[config.mk]
export PLATFORM = sky130hd
export DESIGN_NAME = i2c_evt_slave
export DESIGN_NICKNAME = d
export VERILOG_FILES = /design/src/rtl/i2c_evt_pkg.sv /design/src/rtl/i2c_evt_line_watch.sv /design/src/rtl/i2c_evt_addr_cmp.sv /design/src/rtl/i2c_evt_shreg.sv /design/src/rtl/i2c_evt_slave.sv
export SDC_FILE = /design/constraint.sdc
export NUM_CORES = 1
export LEC_CHECK = 0
export ABC_AREA = 1
export BUFFER_PORTS_ARGS = -buffer_cell sky130_fd_sc_hd__buf_4
export CAP_MARGIN = 20
export CORE_MARGIN = 5
export CORE_UTILIZATION = 58
export CTS_CLUSTER_DIAMETER = 100
export CTS_CLUSTER_SIZE = 16
export DETAILED_ROUTE_END_ITERATION = 6
export GPL_ROUTABILITY_DRIVEN = 1
export PLACE_DENSITY = 0.88
export SLEW_MARGIN = 40
export SYNTH_ARGS = -nofsm -noshare
export SYNTH_HDL_FRONTEND = slang
export SYNTH_SLANG_ARGS = --single-unit
export TNS_END_PERCENT = 10
[constraint.sdc]
create_clock -name clk -period 3.46 [get_ports clk]
set_clock_uncertainty 0.05 [all_clocks]
set_input_delay 0.346 -clock clk [delete_from_list [all_inputs] [get_ports clk]]
set_output_delay 0.346 -clock clk [all_outputs]
set_load 0.02 [all_outputs]
[src/rtl/i2c_evt_pkg.sv]
// Shared definitions for the I2C target byte engine.
// Assumes 8-bit event codes; the code values are fixed and visible to the host.
package i2c_evt_pkg;

    typedef enum logic [1:0] {
        ST_IDLE,   // not addressed, waiting for a START
        ST_ADDR,   // shifting in the address byte
        ST_RX,     // addressed, master writes
        ST_TX      // addressed, master reads
    } eng_state_t;

    localparam logic [7:0] CODE_NONE    = 8'hF0;
    localparam logic [7:0] CODE_ADDR_WR = 8'h10;
    localparam logic [7:0] CODE_ADDR_RD = 8'h18;
    localparam logic [7:0] CODE_GCALL   = 8'h20;
    localparam logic [7:0] CODE_RX_ACK  = 8'h30;
    localparam logic [7:0] CODE_RX_NACK = 8'h38;
    localparam logic [7:0] CODE_TX_ACK  = 8'h40;
    localparam logic [7:0] CODE_TX_NACK = 8'h48;
    localparam logic [7:0] CODE_STOP_RS = 8'h50;
    localparam logic [7:0] CODE_BUS_ERR = 8'hE0;

endpackage

[src/rtl/i2c_evt_line_watch.sv]
// Synchronizes the SCL/SDA bus levels and detects SCL edges and START/STOP.
// Assumes clk is fast enough that each bus level is stable for several cycles.
module i2c_evt_line_watch #(
    parameter int SYNC_STAGES = 2
) (
    input  logic clk,
    input  logic rst_n,
    input  logic scl_in,
    input  logic sda_in,
    output logic scl_lvl,
    output logic sda_lvl,
    output logic scl_rise,
    output logic scl_fall,
    output logic start_det,
    output logic stop_det
);
    logic [SYNC_STAGES-1:0] scl_sync;
    logic [SYNC_STAGES-1:0] sda_sync;
    logic                   scl_prev;
    logic                   sda_prev;

    for (genvar g = 0; g < SYNC_STAGES; g++) begin : g_sync
        if (g == 0) begin : g_first
            // first sampling stage of the raw bus levels
            always_ff @(posedge clk) begin
                if (!rst_n) begin
                    scl_sync[g] <= 1'b1;
                    sda_sync[g] <= 1'b1;
                end else begin
                    scl_sync[g] <= scl_in;
                    sda_sync[g] <= sda_in;
                end
            end
        end else begin : g_next
            // further stages against metastability
            always_ff @(posedge clk) begin
                if (!rst_n) begin
                    scl_sync[g] <= 1'b1;
                    sda_sync[g] <= 1'b1;
                end else begin
                    scl_sync[g] <= scl_sync[g-1];
                    sda_sync[g] <= sda_sync[g-1];
                end
            end
        end
    end

    assign scl_lvl = scl_sync[SYNC_STAGES-1];
    assign sda_lvl = sda_sync[SYNC_STAGES-1];

    // one-cycle history for edge detection
    always_ff @(posedge clk) begin
        if (!rst_n) begin
            scl_prev <= 1'b1;
            sda_prev <= 1'b1;
        end else begin
            scl_prev <= scl_lvl;
            sda_prev <= sda_lvl;
        end
    end

    assign scl_rise  = scl_lvl & ~scl_prev;
    assign scl_fall  = ~scl_lvl & scl_prev;
    assign start_det = scl_lvl & scl_prev & sda_prev & ~sda_lvl;
    assign stop_det  = scl_lvl & scl_prev & ~sda_prev & sda_lvl;

endmodule

[src/rtl/i2c_evt_addr_cmp.sv]
// Address decoder: masked own-address compare and general call detect.
// Assumes addr_byte holds the address in its upper bits and direction in bit 0.
module i2c_evt_addr_cmp #(
    parameter int ADDR_W = 7
) (
    input  logic [ADDR_W:0]   addr_byte,
    input  logic [ADDR_W-1:0] own_addr,
    input  logic [ADDR_W-1:0] addr_mask,
    input  logic              gc_enable,
    output logic              own_hit,
    output logic              gc_hit,
    output logic              is_read
);
    logic [ADDR_W-1:0] addr;

    // split the byte and compare under the don't-care mask
    always_comb begin
        addr    = addr_byte[ADDR_W:1];
        is_read = addr_byte[0];
        own_hit = (addr != '0) && (((addr ^ own_addr) & ~addr_mask) == '0);
        gc_hit  = gc_enable && (addr == '0) && !addr_byte[0];
    end

endmodule

[src/rtl/i2c_evt_shreg.sv]
// Byte shift register: parallel load, shift left with serial input.
// Assumes load and shift are never requested in the same cycle.
module i2c_evt_shreg #(
    parameter int W = 8
) (
    input  logic         clk,
    input  logic         rst_n,
    input  logic         load,
    input  logic [W-1:0] load_val,
    input  logic         shift_en,
    input  logic         shift_in,
    output logic [W-1:0] q
);
    // hold, load or shift the byte
    always_ff @(posedge clk) begin
        if (!rst_n)        q <= '0;
        else if (load)     q <= load_val;
        else if (shift_en) q <= {q[W-2:0], shift_in};
    end

endmodule

[src/rtl/i2c_evt_slave.sv]
// I2C target byte engine with a sticky event flag and clock stretching.
// Each bus event sets the flag, loads a code and holds SCL low until the host
// pulses evt_clear. Assumes an address byte of ADDR_W+1 == DATA_W bits.
module i2c_evt_slave
    import i2c_evt_pkg::*;
#(
    parameter int SYNC_STAGES = 2,
    parameter int ADDR_W      = 7,
    parameter int DATA_W      = 8
) (
    input  logic              clk,
    input  logic              rst_n,
    input  logic              scl_in,
    input  logic              sda_in,
    output logic              scl_drive_low,
    output logic              sda_drive_low,
    input  logic [ADDR_W-1:0] own_addr,
    input  logic [ADDR_W-1:0] addr_mask,
    input  logic              gc_enable,
    input  logic              ack_enable,
    input  logic [DATA_W-1:0] tx_byte,
    output logic [DATA_W-1:0] rx_byte,
    output logic              evt_pending,
    input  logic              evt_clear,
    output logic [7:0]        evt_code
);
    localparam int CNT_W = $clog2(DATA_W + 2);
    localparam logic [CNT_W-1:0] CNT_ACK  = CNT_W'(DATA_W);
    localparam logic [CNT_W-1:0] CNT_LAST = CNT_W'(DATA_W + 1);
    localparam logic [CNT_W-1:0] CNT_ERR  = CNT_W'(2);

    logic scl_lvl, sda_lvl, scl_rise, scl_fall, start_det, stop_det;
    logic own_hit, gc_hit, is_read;

    eng_state_t        st;
    logic              flag_q;
    logic [7:0]        code_q;
    logic              sda_q;
    logic [CNT_W-1:0]  cnt;
    logic              we_ack;
    logic              m_ack;
    logic [DATA_W-1:0] rx_q;
    logic [DATA_W-1:0] sh_q;
    logic              sh_load, sh_shift, sh_in;
    logic              selected, mid_unit;

    i2c_evt_line_watch #(.SYNC_STAGES(SYNC_STAGES)) watch_i (
        .clk(clk), .rst_n(rst_n), .scl_in(scl_in), .sda_in(sda_in),
        .scl_lvl(scl_lvl), .sda_lvl(sda_lvl), .scl_rise(scl_rise),
        .scl_fall(scl_fall), .start_det(start_det), .stop_det(stop_det)
    );

    i2c_evt_addr_cmp #(.ADDR_W(ADDR_W)) cmp_i (
        .addr_byte(sh_q[ADDR_W:0]), .own_addr(own_addr), .addr_mask(addr_mask),
        .gc_enable(gc_enable), .own_hit(own_hit), .gc_hit(gc_hit), .is_read(is_read)
    );

    i2c_evt_shreg #(.W(DATA_W)) shreg_i (
        .clk(clk), .rst_n(rst_n), .load(sh_load), .load_val(tx_byte),
        .shift_en(sh_shift), .shift_in(sh_in), .q(sh_q)
    );

    assign selected = (st == ST_RX) || (st == ST_TX);
    assign mid_unit = cnt >= CNT_ERR;

    // shifter control: sample on SCL rise when receiving, advance on fall when sending
    always_comb begin
        sh_load  = flag_q && evt_clear && (st == ST_TX);
        sh_in    = (st == ST_TX) ? 1'b0 : sda_lvl;
        sh_shift = 1'b0;
        if (!flag_q && !start_det && !stop_det) begin
            if ((st == ST_ADDR || st == ST_RX) && scl_rise && cnt < CNT_ACK)
                sh_shift = 1'b1;
            if (st == ST_TX && scl_fall && cnt != '0 && cnt < CNT_ACK)
                sh_shift = 1'b1;
        end
    end

    // main sequencer: bus conditions, bit counting, acknowledge and event raising
    always_ff @(posedge clk) begin
        if (!rst_n) begin
            st     <= ST_IDLE;
            flag_q <= 1'b0;
            code_q <= CODE_NONE;
            sda_q  <= 1'b0;
            cnt    <= '0;
            we_ack <= 1'b0;
            m_ack  <= 1'b0;
            rx_q   <= '0;
        end else if (flag_q) begin
            if (evt_clear) begin
                flag_q <= 1'b0;
                if (st == ST_TX) sda_q <= ~tx_byte[DATA_W-1];
            end
        end else if (start_det) begin
            sda_q <= 1'b0;
            cnt   <= '0;
            if (selected) begin
                flag_q <= 1'b1;
                code_q <= mid_unit ? CODE_BUS_ERR : CODE_STOP_RS;
                st     <= mid_unit ? ST_IDLE : ST_ADDR;
            end else begin
                st <= ST_ADDR;
            end
        end else if (stop_det) begin
            sda_q <= 1'b0;
            cnt   <= '0;
            st    <= ST_IDLE;
            if (selected) begin
                flag_q <= 1'b1;
                code_q <= mid_unit ? CODE_BUS_ERR : CODE_STOP_RS;
            end
        end else if (st != ST_IDLE) begin
            if (scl_rise) begin
                cnt <= cnt + 1'b1;
                if (st == ST_TX && cnt == CNT_ACK) m_ack <= ~sda_lvl;
            end
            if (scl_fall) begin
                if (cnt == CNT_ACK) begin
                    case (st)
                        ST_ADDR: begin
                            if ((own_hit || gc_hit) && ack_enable) begin
                                sda_q <= 1'b1;
                            end else begin
                                st  <= ST_IDLE;
                                cnt <= '0;
                            end
                        end
                        ST_RX: begin
                            sda_q  <= ack_enable;
                            we_ack <= ack_enable;
                        end
                        default: sda_q <= 1'b0;
                    endcase
                end else if (cnt == CNT_LAST) begin
                    sda_q  <= 1'b0;
                    cnt    <= '0;
                    flag_q <= 1'b1;
                    case (st)
                        ST_ADDR: begin
                            rx_q   <= sh_q;
                            code_q <= gc_hit ? CODE_GCALL :
                                      (is_read ? CODE_ADDR_RD : CODE_ADDR_WR);
                            st     <= (is_read && !gc_hit) ? ST_TX : ST_RX;
                        end
                        ST_RX: begin
                            rx_q   <= sh_q;
                            code_q <= we_ack ? CODE_RX_ACK : CODE_RX_NACK;
                            if (!we_ack) st <= ST_IDLE;
                        end
                        default: begin
                            code_q <= m_ack ? CODE_TX_ACK : CODE_TX_NACK;
                            if (!m_ack) st <= ST_IDLE;
                        end
                    endcase
                end else if (st == ST_TX && cnt != '0) begin
                    sda_q <= ~sh_q[DATA_W-2];
                end
            end
        end
    end

    assign scl_drive_low = flag_q;
    assign sda_drive_low = sda_q;
    assign evt_pending   = flag_q;
    assign evt_code      = flag_q ? code_q : CODE_NONE;
    assign rx_byte       = rx_q;

    // a raised event stays raised until the host clears it
    assert_flag_sticky_R6: assert property (@(posedge clk) disable iff (!rst_n)
        (flag_q && !evt_clear) |=> flag_q);

    // an unaddressed engine never pulls SDA
    assert_idle_quiet_R3: assert property (@(posedge clk) disable iff (!rst_n)
        (st == ST_IDLE) |-> !sda_q);

    // SDA drive changes only while SCL is low, apart from releases at START/STOP
    assert_sda_scl_low_R10: assert property (@(posedge clk) disable iff (!rst_n)
        !$stable(sda_q) |-> (!$past(scl_lvl) || $past(start_det || stop_det)));

    // the bit counter never passes the nine clocks of one unit
    assert_unit_len_R1: assert property (@(posedge clk) disable iff (!rst_n)
        cnt <= CNT_LAST);

endmodule

# Word level (Yosys, flattened, before mapping)
# Cells that the tools add are included.
[op_classes] n_div=0 reduce_logical=45 bitwise_logic=20 order_cmp=2 shift=0 eq_ne=13 multipliers=0 n_mux=64 addsub=1
[op_table] cell="2-to-1 mux 8 bit" n=11
[op_table] cell="2-to-1 mux 4 bit" n=12
[op_table] cell="2-to-1 mux 1 bit" n=27
[op_table] cell="2-to-1 mux 2 bit" n=10
[op_table] cell="logical AND 1 bit" n=16
[op_table] cell="AND reduction 8 bit" n=2
[op_table] cell="nonzero test 4 bit" n=4
[op_table] cell="logical NOT 7 bit" n=2
[op_table] cell="one-hot mux 7 bit (2 select lines)" n=1
[op_table] cell="AND reduction 6 bit" n=2
[op_table] cell="inverter 1 bit" n=10
[op_table] cell="nonzero test 3 bit" n=3
[op_table] cell="== test 4 bit, second input constant" n=2
[op_table] cell="!= test 4 bit, second input constant" n=2
[op_table] cell="bitwise AND 1 bit" n=7
[op_table] cell="bitwise AND 7 bit" n=1
[op_table] cell="inverter 7 bit" n=1
[op_table] cell="AND reduction 7 bit" n=1
[op_table] cell="nonzero test 7 bit" n=1
[op_table] cell="bitwise XOR 7 bit" n=1
[op_table] cell="2-to-1 mux 6 bit" n=1
[op_table] cell="!= test 6 x 5 -> 1 bit, second input constant" n=1
[op_table] cell="!= test 6 bit, second input constant" n=1
[op_table] cell="nonzero test 6 bit" n=1
[op_table] cell="17 further kinds" n=25
[word_totals] register_bits=40 romBits=0 mem_count=0 out_inout_bits=19 latchBits=0 wordCells=160 mem_bits_rw=0 input_bits=29

# Longest topological paths before layout
# Gate-level depths: netlist (run 1).
[depth] ltp_word=14 ltp_mapped=13

# Cells and area by module
# From an unflattened synthesis (run 1), not the netlist that was laid out.
[unflattened] cells_unflattened=405 hier_area_um2=2630.0
[modules_own_cells] module="i2c_evt_slave" seq_area_each_um2=520.5 cells_each=264 instances=1 area_each_um2=1810.5
[modules_own_cells] module="i2c_evt_shreg" seq_area_each_um2=160.2 cells_each=63 instances=1 area_each_um2=411.6
[modules_own_cells] module="i2c_evt_addr_cmp" seq_area_each_um2=0.0 cells_each=51 instances=1 area_each_um2=209.0
[modules_own_cells] module="i2c_evt_line_watch" seq_area_each_um2=120.1 cells_each=27 instances=1 area_each_um2=198.9

# Worst setup path before layout (run 1)
# OpenSTA, ideal clock, no wires.
[synth_path] kind="reg2reg" startpoint="register flag_q, in the netlist evt_pending" endpoint="register shreg_i.q[7]" slack_ns=1.764 path_buffers=2 setup_ns=0.126 stages_incl_launch_ff=8 arrival_ns=1.520 required_ns=3.284 path_cell_list="dfxtp_1 > buf_4 > inv_1 > nor3_1 > buf_2 > nor2_2 > o21ai_0 > a21oi_1"
[synth_between] elab_chain_len=5 elab_cells_between_ends=8 cone_classes="mux (2); reduce/logical (6)"
[synth_lines] element="from (decl)" line_no="i2c_evt_slave.sv:36" text="logic flag_q;"
[synth_lines] element="from (signal assigned)" line_no="i2c_evt_slave.sv:83" text="flag_q <= 1'b0;"
[synth_lines] element="from (signal assigned)" line_no="i2c_evt_slave.sv:92" text="flag_q <= 1'b0;"
[synth_lines] element="from (signal assigned)" line_no="i2c_evt_slave.sv:99" text="flag_q <= 1'b1;"
[synth_lines] element="logical NOT 1 bit" line_no="i2c_evt_slave.sv:71" text="if (!flag_q && !start_det && !stop_det) begin"
[synth_lines] element="logical AND 1 bit (2 in a row)" line_no="i2c_evt_slave.sv:71"
[synth_lines] element="2-to-1 mux 1 bit" line_no="i2c_evt_slave.sv:71"
[synth_lines] element="nonzero test 2 bit (no source line)"
[synth_lines] element="to (signal assigned)" line_no="i2c_evt_shreg.sv:17" text="else if (load) q <= load_val;"
[synth_lines] element="to (signal assigned)" line_no="i2c_evt_shreg.sv:18" text="else if (shift_en) q <= {q[W-2:0], shift_in};"
[synth_lines] element="to (decl)" line_no="i2c_evt_shreg.sv:12" text="output logic [W-1:0] q"
# Several ways; a longest one is shown, not always the timed one.
# A chain may end at the register's enable or synchronous reset.

# Worst setup path after layout (run 1)
[layout_path] startpoint="register cnt[1]" endpoint="register code_q[6]"
[layout_between] elab_chain_len=3 elab_cells_between_ends=5 cone_classes="eq/ne (3); reduce/logical (2)"
[layout_lines] element="from (decl)" line_no="i2c_evt_slave.sv:39" text="logic [CNT_W-1:0] cnt;"
[layout_lines] element="from (signal assigned)" line_no="i2c_evt_slave.sv:115" text="cnt <= cnt + 1'b1;"
[layout_lines] element="== test 4 bit, on equally long branches" line_no="i2c_evt_slave.sv:119, i2c_evt_slave.sv:135"
[layout_lines] element="!= test 3 bit (no source line) or nonzero test 3 bit (tied branches)"
[layout_lines] element="AND reduction 5 bit (no source line) *"
[layout_lines] element="to (signal assigned)" line_no="i2c_evt_slave.sv:111" text="code_q <= mid_unit ? CODE_BUS_ERR : CODE_STOP_RS;"
[layout_lines] element="to (signal assigned)" line_no="i2c_evt_slave.sv:142" text="code_q <= gc_hit ? CODE_GCALL :"
[layout_lines] element="to (signal assigned)" line_no="i2c_evt_slave.sv:148" text="code_q <= we_ack ? CODE_RX_ACK : CODE_RX_NACK;"
[layout_lines] element="to (decl)" line_no="i2c_evt_slave.sv:37" text="logic [7:0] code_q;"
# Every way passes the cells marked *; elsewhere a longest branch is shown, timed or not.

==> impl_metrics.tcl, run 1 <==
set metrics [dict create \
    run_status "finished clean" \
    clk_pin_slew_worst_paths_ps 80 \
    cts_setup_buffers 0 \
    cts_buffers 5 \
    drc_errors 0 \
    synthAdderAreaFrac 0.0502 \
    layout_commonest_cell "nand2_1" \
    layout_worst_path_cycle_share 0.618 \
    port_buffers 47 \
    first_global_vias 2192 \
    cp_max_fo 15 \
    n_antenna_cell 0 \
    synth_top_family_by_area "simple AND/OR/NAND/NOR gates" \
    clock_sinks 40 \
    synth_cells 330 \
    rsz0062_at_grt "no" \
    track_usage 0.231 \
    required_ps 3590 \
    finalWirelength_um 5800 \
    yosysTopAreaCell "dfxtp_1" \
    grt_pass1_wl_um 9740 \
    routed_via_density 5.49 \
    yosys_warnings 0 \
    start_kind "flip-flop" \
    max-vdd-ir-drop_uv 225 \
    ant_nets 0 \
    max_slew_margin 0.602 \
    nNetsFinal 416 \
    synthTopCellsByArea "dfxtp_1, nand2_1, inv_1" \
    cts_buffer_depth 2 \
    overflow 0 \
    netlist-cell-type-count 37 \
    hold_buffers 0 \
    multi_input_area_um2 1220 \
    post-dp-hpwl_um 4320 \
    syn-cell-area_um2 2240 \
    ys_seq_area_frac 0.357 \
    synth_xor_area_frac 0.00390 \
    grt_max_degree 23 \
    drt_iter0_drc 301 \
    tns_ps 0 \
    fin_crit_ps 2140 \
    synth_top_cell_area_share 0.357 \
    cts_tree "done" \
    dr.pass1.iters 5 \
    dieArea_um2 5210 \
    wl_per_cell_um 13.6 \
    worst_slack_ps 1320 \
    synth_compound_area_frac 0.188 \
    worst_slew_pin_slew_ps 595 \
    regArea_um2 801 \
    die_x_um 72.2 \
    design.core.area_um2 3720 \
    vias 2340 \
    num_rows 22 \
    hold_violations 0 \
    initial_core_util 0.604 \
    setup.worst_path.class "flip-flop to flip-flop" \
    cts_root_buffer "clkbuf_8" \
    fp.dieH_um 72.2 \
    maxCapViolCount 0 \
    gp_congestion 1.01 \
    timing.fmax_ghz 0.468 \
    antenna_found_initial 0 \
    insertion_delay_ps 300 \
    synth-seq-cells 40 \
    holdCritPathClass "input port to flip-flop" \
    fill_cells 307 \
    layout-drive-gt1-share 0.198 \
    critPathArrivalTime_ps 2270 \
    final_cell_mix "nand2_1, buf_4, inv_1" \
    drv_slew 0 \
    synth.avg_cell_area_um2 6.80 \
    synthMuxAreaShare 0 \
    cts.repair.resized 0 \
    p_leak_nw 1.23 \
    areaGrowthSynthToFinish_pct 22.6 \
    yosys.area_share.simple 0.303 \
    powerDensity_nw_per_um2 357 \
    synth_nets 368 \
    setup_viol 0 \
    ioPinCount 48 \
    htreeDepth 2 \
    end_kind "flip-flop" \
    post-place-ws_ps 1410 \
    p_total_mw 0.984 \
]
==> cell usage after synthesis <==
cell type  count
a211oi_1       1
a21oi_1       32
a21oi_2        1
a21oi_4        1
a221oi_1       1
a22oi_1        1
a31oi_1        5
and3_1         1
buf_2          1
buf_4          2
buf_6          1
clkbuf_1       3
clkinv_1       1
dfxtp_1       40
ha_1           9
inv_1         44
inv_2          2
nand2_1       78
nand2_2        1
nand3_1       18
nand3b_1       2
nand4_1        3
nor2_1        33
nor2_2         3
nor2_4         1
nor3_1         5
nor3_4         1
nor4_1         1
o211ai_4       1
o21a_1         1
o21ai_0       18
o21ai_1        4
o21ai_4        1
o221ai_1       1
o22ai_1        3
or2_2          8
xor2_1         1
==> stage by stage <==
step                      std cells  cell area [um^2]  hold slack [ps]  utilization
after floorplan                 330              2240              343            -
after global placement          419              2620              344        0.706
after detailed placement        419              2620              354        0.706
after CTS                       426              2750              187        0.740
after global routing            426              2750              188        0.740
final                           426              2750              190        0.740
==> final timing paths <==
kind	from	depth (start not counted)	slack, ps	endpoint
min	scl_in	2	190	watch_i.scl_sync[0]
max	cnt[1]	10	1320	code_q[6]
max reg2reg	cnt[1]	10	1320	code_q[6]
min reg2reg	watch_i.sda_sync[0]	1	370	watch_i.sda_lvl
==> registers in the layout, indices dropped and copies added (netlist names), 2 cells and up <==
signal,cells
shreg_i.q,8
rx_byte,8
cnt,4
code_q,8
st,2
==> layer usage <==
| layer | global-route usage | wire length, um | part of all wire | up-vias |
|---|---|---|---|---|
| met5 | 0 | 0 | 0 | - |
| met4 | 0.0689 | 64 | 0.011 | 0 |
| met3 | 0.0443 | 480 | 0.083 | 7 |
| met2 | 0.393 | 2740 | 0.47 | 113 |
| met1 | 0.294 | 2510 | 0.43 | 1061 |
| li1 | - | - | - | 1159 |
==> kinds of logic after synthesis <==
family | Yosys count
flip-flops | 40
AO/OA/AOI/OAI | 71
XOR/XNOR | 1
adder cells (fa/ha/maj) | 9
buffers and inverters | 54
AND/OR/NAND/NOR | 155
==> worst max-delay path, cell delays in order, from the launching register on <==
cell and delay [ps]:
dfxtp_1 370, inv_1 160, ha_1 160, and3_1 240
nand2_1 100, nand2_1 110, o211ai_4 110, nor3_4 420
inv_1 140, o21ai_0 100, nand2_1 60
==> report_power, final <==
part	switching, mW	total (mW)	internal, mW
Sequential	0.00188	0.465	0.463
Clock	0.163	0.447	0.284
Combinational	0.0373	0.0713	0.0340
==> layout make-up <==
cell class / instances / share of cell area
repair buffers: 48 / 0.131
clock buffers: 5 / 0.0250
well taps: 48 / 0.0218
inverters: 47 / 0.0641
multi-input cells: 236 / 0.445
clock inverters: 2 / 0.0218
flip-flops and latches: 40 / 0.291
(Power assumes the default switching activity.)
==> inputs of run 2 (changes only) <==
Settings changed: CORE_UTILIZATION 58 to 54, PLACE_DENSITY 0.88 to 0.83.
Clock period 3.46 ns to 2.2 ns, I/O delays scaled along.
==> run 2 against run 1 <==
  * Core utilization decreased by 5.1 points
  * Critical path type unchanged
  * Cell area grew 0.95%
  * Non-clock buffer count up 6
  * Clock power grew 34%
  * Sequential share of layout area fell by 0.28 points
  * Setup slack got worse by 1100 ps
  * Die area increased by 6.4%
  * Highest routed layer unchanged
  * Clock-buffer cell count up 1
  * Flip-flop and latch count is the same
  * Power is 47% higher
  * Global-route usage shrank 0.79 points
  * Largest power group unchanged
==> impl_metrics.tcl, run 2 (synthesized netlist as in run 1, its figures left out) <==
set metrics [dict create \
    run_status "finished clean" \
    worst_slew_pin_slew_ps 388 \
    htreeDepth 2 \
    max_slew_margin 0.740 \
    insertion_delay_ps 290 \
    final_cell_mix "nand2_1, buf_4, inv_1" \
    p_total_mw 1.45 \
    vias 2287 \
    worst_slack_ps 234 \
    fill_cells 367 \
    timing.hold.ws_ps 57.5 \
    placedCellCount 427 \
    clock_sinks 40 \
    cts_buffers 5 \
    post-dp-hpwl_um 4460 \
    p_leak_nw 1.25 \
    hold_buffers 0 \
    end_kind "flip-flop" \
    gp_congestion 0.945 \
    drv_slew 0 \
    die_x_um 74.5 \
    n_antenna_cell 0 \
    cts_tree "done" \
    cp-startpoint "cnt[1]" \
    port_buffers 47 \
    start_kind "flip-flop" \
    antenna_found_initial 0 \
    cts.repair.resized 0 \
    grt_max_degree 22 \
    dieArea_um2 5550 \
    grt_pass1_wl_um 9640 \
    final_area_um2 2780 \
    intPower_mw 1.12 \
    r2r-start "cnt[1]" \
    cts_setup_buffers 0 \
    fp.dieH_um 74.5 \
    hold_violations 0 \
    p_sw_frac 0.225 \
    clockPowerShare 0.415 \
    seqPwrFrac 0.505 \
    layout-drive-gt1-share 0.210 \
    cp_max_fo 14 \
    num_rows 23 \
    ant_nets 0 \
    clk_pin_slew_worst_paths_ps 80 \
    fin_util 0.689 \
    powerDensity_nw_per_um2 521 \
    nNetsFinal 422 \
    fin_crit_ps 1970 \
    holdCritPathClass "input port to flip-flop" \
    setup_viol 0 \
    dr.pass1.iters 5 \
    max-vdd-ir-drop_uv 463 \
    required_ps 2360 \
    layout_worst_path_cycle_share 0.894 \
    ioPinCount 48 \
    track_usage 0.223 \
    dpl-instance-area_um2 2670 \
    initial_core_util 0.557 \
    switchingPower_mw 0.325 \
    finalWirelength_um 5730 \
    timing.fmax_ghz 0.509 \
    critPathArrivalTime_ps 2130 \
    cts_buffer_depth 2 \
    maxCapViolCount 0 \
    drc_errors 0 \
    areaGrowthSynthToFinish_pct 23.7 \
    design.core.area_um2 4030 \
    first_global_vias 2184 \
    layout_commonest_cell "nand2_1" \
    cts_root_buffer "clkbuf_8" \
    stdcell_count 435 \
    post-place-ws_ps 284 \
    routed_via_density 5.26 \
    setup.worst_path.class "flip-flop to flip-flop" \
    overflow 0 \
    worstHoldStart "scl_in" \
    wl_per_cell_um 13.2 \
    tns_ps 0 \
    comb_power_share 0.080 \
    drt_iter0_drc 196 \
    rsz0062_at_grt "no" \
]
==> run 2: cell types whose count changed in the layout (fill, tap and decap cells not counted), sizes merged <==
cell and delta:
buf +6, bufinv -1, clkbuf +1, clkinv +1
==> run 2: worst paths after layout <==
check,to,slack [ps],cells past startpoint
worst max-delay path,rx_byte[1],230,10
worst min-delay path,watch_i.scl_sync[0],60,2
worst max register to register,rx_byte[1],230,10
worst min register to register,watch_i.sda_lvl,370,1
==> run 2: layer usage <==
metal,track usage,routed length (um)
met2,0.370,2770
met5,0,0
met4,0.0771,125
met3,0.0473,443
met1,0.287,2390
==> run 2: cell type report <==
cell class                      count  area [um^2]  area share
Multi-Input combinational cell    236         1220       0.441
Sequential cell                    40          801       0.288
Tap cell                           50         62.6      0.0225
Timing Repair Buffer               54          405       0.146
Inverter                           47          176      0.0635
Clock buffer                        6         72.6      0.0261
Clock inverter                      2         35.0      0.0126
==> run 2: power by group through the flow <==
stage | sequential (mW) | combinational (mW) | clock, mW
6_report | 0.731 | 0.116 | 0.600
5_1_grt | 0.732 | 0.130 | 0.643
4_1_cts | 0.731 | 0.115 | 0.605
3_5_place_dp | 0.748 | 0.115 | 0
3_3_place_gp | 0.748 | 0.114 | 0
2_1_floorplan | 0.748 | 0.0578 | 0
==> run 2: critical path, stage by stage (launching register included) <==
cell and delay, ps:
dfxtp_1 360, inv_1 130, ha_1 150, and3_1 260, nand2_1 110, nand2_1 120, o211ai_4 110, nor3_4 140
buf_4 210, o21ai_0 90, a21oi_1 160
==> inputs of run 3 (changes only) <==
Settings changed: CORE_UTILIZATION 54 to 56, CTS_BUF_LIST set to sky130_fd_sc_hd__clkbuf_8, PLACE_DENSITY 0.83 to 0.86.
==> run 3 against run 2 <==
  * Clock-buffer cell count is 1 lower
  * Sequential power hardly changed
  * Cell area is 0.27% lower
  * Register-to-register slack better by 20 ps
  * First-iteration DRC count is 12% lower
  * Largest cell class unchanged
  * Largest power group unchanged
==> impl_metrics.tcl, run 3 (synthesized netlist as in run 1, its figures left out) <==
set metrics [dict create \
    timing.fmax_ghz 0.514 \
    max_slew_margin 0.769 \
    dieArea_um2 5370 \
    num_rows 23 \
    maxCapViolCount 0 \
    clk_pin_slew_worst_paths_ps 80 \
    setup.worst_path.class "flip-flop to flip-flop" \
    ioPinCount 48 \
    final_area_um2 2770 \
    vias 2334 \
    clock_sinks 40 \
    cp_max_fo 6 \
    intPower_mw 1.12 \
    track_usage 0.227 \
    insertion_delay_ps 290 \
    drc_errors 0 \
    cts_tree "done" \
    wl_per_cell_um 13.1 \
    worst_slack_ps 254 \
    die_x_um 73.3 \
    tns_ps 0 \
    nNetsFinal 421 \
    routed_via_density 5.38 \
    post-dp-hpwl_um 4470 \
    cp_slowest_cell "dfxtp_1" \
    p_leak_nw 1.26 \
    initial_core_util 0.569 \
    layout_worst_path_cycle_share 0.884 \
    multi_input_area_um2 1220 \
    max-vdd-ir-drop_uv 355 \
    required_ps 2350 \
    cts_root_buffer "clkbuf_8" \
    max_stage_delay_ps 370 \
    fp.dieH_um 73.3 \
    critPathTopFamily "simple AND/OR/NAND/NOR gates" \
    reg2reg_depth 11 \
    r2r-start "cnt[1]" \
    first_global_vias 2210 \
    regArea_um2 801 \
    finalWirelength_um 5680 \
    cts_buffer_depth 2 \
    r2r_slack_ps 250 \
    p_sw_frac 0.222 \
    dr.pass1.iters 5 \
    cts_buffers 5 \
    hold_violations 0 \
    grt_max_degree 23 \
    whs_path_depth 2 \
    clockPowerShare 0.409 \
    path_cells "inv_1, ha_1, and3_1, nand2_1, nand2_1, o211ai_4, nor3_4, buf_4, inv_1, nor2_1, nor2_1" \
    min_to "watch_i.scl_sync[0]" \
    switchingPower_mw 0.318 \
    final_cell_mix "nand2_1, buf_4, inv_1" \
    port_buffers 47 \
    grt_pass1_wl_um 9670 \
    worstHoldStart "scl_in" \
    holdCritPathClass "input port to flip-flop" \
    end_kind "flip-flop" \
    setup_viol 0 \
    dpl-instance-area_um2 2660 \
    n_antenna_cell 0 \
    drt_iter0_drc 173 \
    post-place-ws_ps 244 \
    run_status "finished clean" \
    cp-startpoint "cnt[1]" \
    fin_crit_ps 1950 \
    path_buf_inv 3 \
    critPathArrivalTime_ps 2090 \
    start_kind "flip-flop" \
    r2r-end "rx_byte[4]" \
    layout-drive-gt1-share 0.208 \
    comb_power_share 0.080 \
    worst_slew_pin_slew_ps 345 \
    layout_commonest_cell "nand2_1" \
    areaGrowthSynthToFinish_pct 23.4 \
    fill_cells 356 \
    ant_nets 0 \
    gp_congestion 0.921 \
    design.core.area_um2 3940 \
    rsz0062_at_grt "no" \
    overflow 0 \
    cts.repair.resized 0 \
    seqPwrFrac 0.510 \
    drv_slew 0 \
    antenna_found_initial 0 \
    powerDensity_nw_per_um2 517 \
    htreeDepth 2 \
]
run 3: changes by cell type in the layout (fill, tap and decap cells not counted):
cell / change
clkbuf_1: -1
inv_1: +1
buf_4: -1
run 3: area by class of cell:
cell class,count,area share
inverter,47,0.0637
tap,50,0.0226
clock buffer,5,0.0248
timing repair buffer,53,0.144
clock inverter,3,0.0140
multi-input combinational,236,0.442
sequential,40,0.289
run 3: power by group through the flow:
| stage | combinational (mW) | sequential, mW | clock, mW |
|---|---|---|---|
| after floorplan | 0.0578 | 0.748 | 0 |
| after global placement | 0.112 | 0.748 | 0 |
| after detailed placement | 0.115 | 0.749 | 0 |
| after CTS | 0.115 | 0.732 | 0.598 |
| after global routing | 0.127 | 0.732 | 0.631 |
| final | 0.115 | 0.732 | 0.587 |
run 3: repair_timing:
action,in CTS,in global routing
hold buffers,0,0
endpoints found under the hold margin,0,0
setup buffers,0,1
setup endpoints to repair,0,1
run 3: how the worst max path moves through the flow:
stage                         to  slack (ps)  cells past startpoint
global route        shreg_i.q[7]          80                     10
CTS                   rx_byte[6]         230                     10
floorplan           shreg_i.q[7]         500                      7
finish                rx_byte[4]         250                     11
detailed placement    rx_byte[2]         240                     10
global placement      rx_byte[2]         300                     10
run 3: worst reg2reg max path: stages, from the launching register on:
cell,delay [ps]
dfxtp_1,370
inv_1,140
ha_1,160
and3_1,260
nand2_1,100
nand2_1,110
o211ai_4,110
nor3_4,200
buf_4,160
inv_1,60
nor2_1,80
nor2_1,50
run 3: stage by stage:
| stage | util | power [mW] | hold slack (ps) | std cells |
|---|---|---|---|---|
| floorplan | - | 0.806 | 277 | 330 |
| detailed placement | 0.673 | 0.864 | 359 | 425 |
| CTS | 0.701 | 1.44 | 59.7 | 433 |
| finish | 0.703 | 1.43 | 61.7 | 434 |
| global placement | 0.673 | 0.860 | 345 | 425 |
| global route | 0.703 | 1.49 | 55.0 | 434 |
run 3: per-layer routing:
metal,part of all wire,up-vias,global-route usage
met5,0,-,0
met4,0.024,0,0.0865
met3,0.092,11,0.0410
met2,0.48,122,0.382
met1,0.40,1030,0.287
li1,-,1171,-
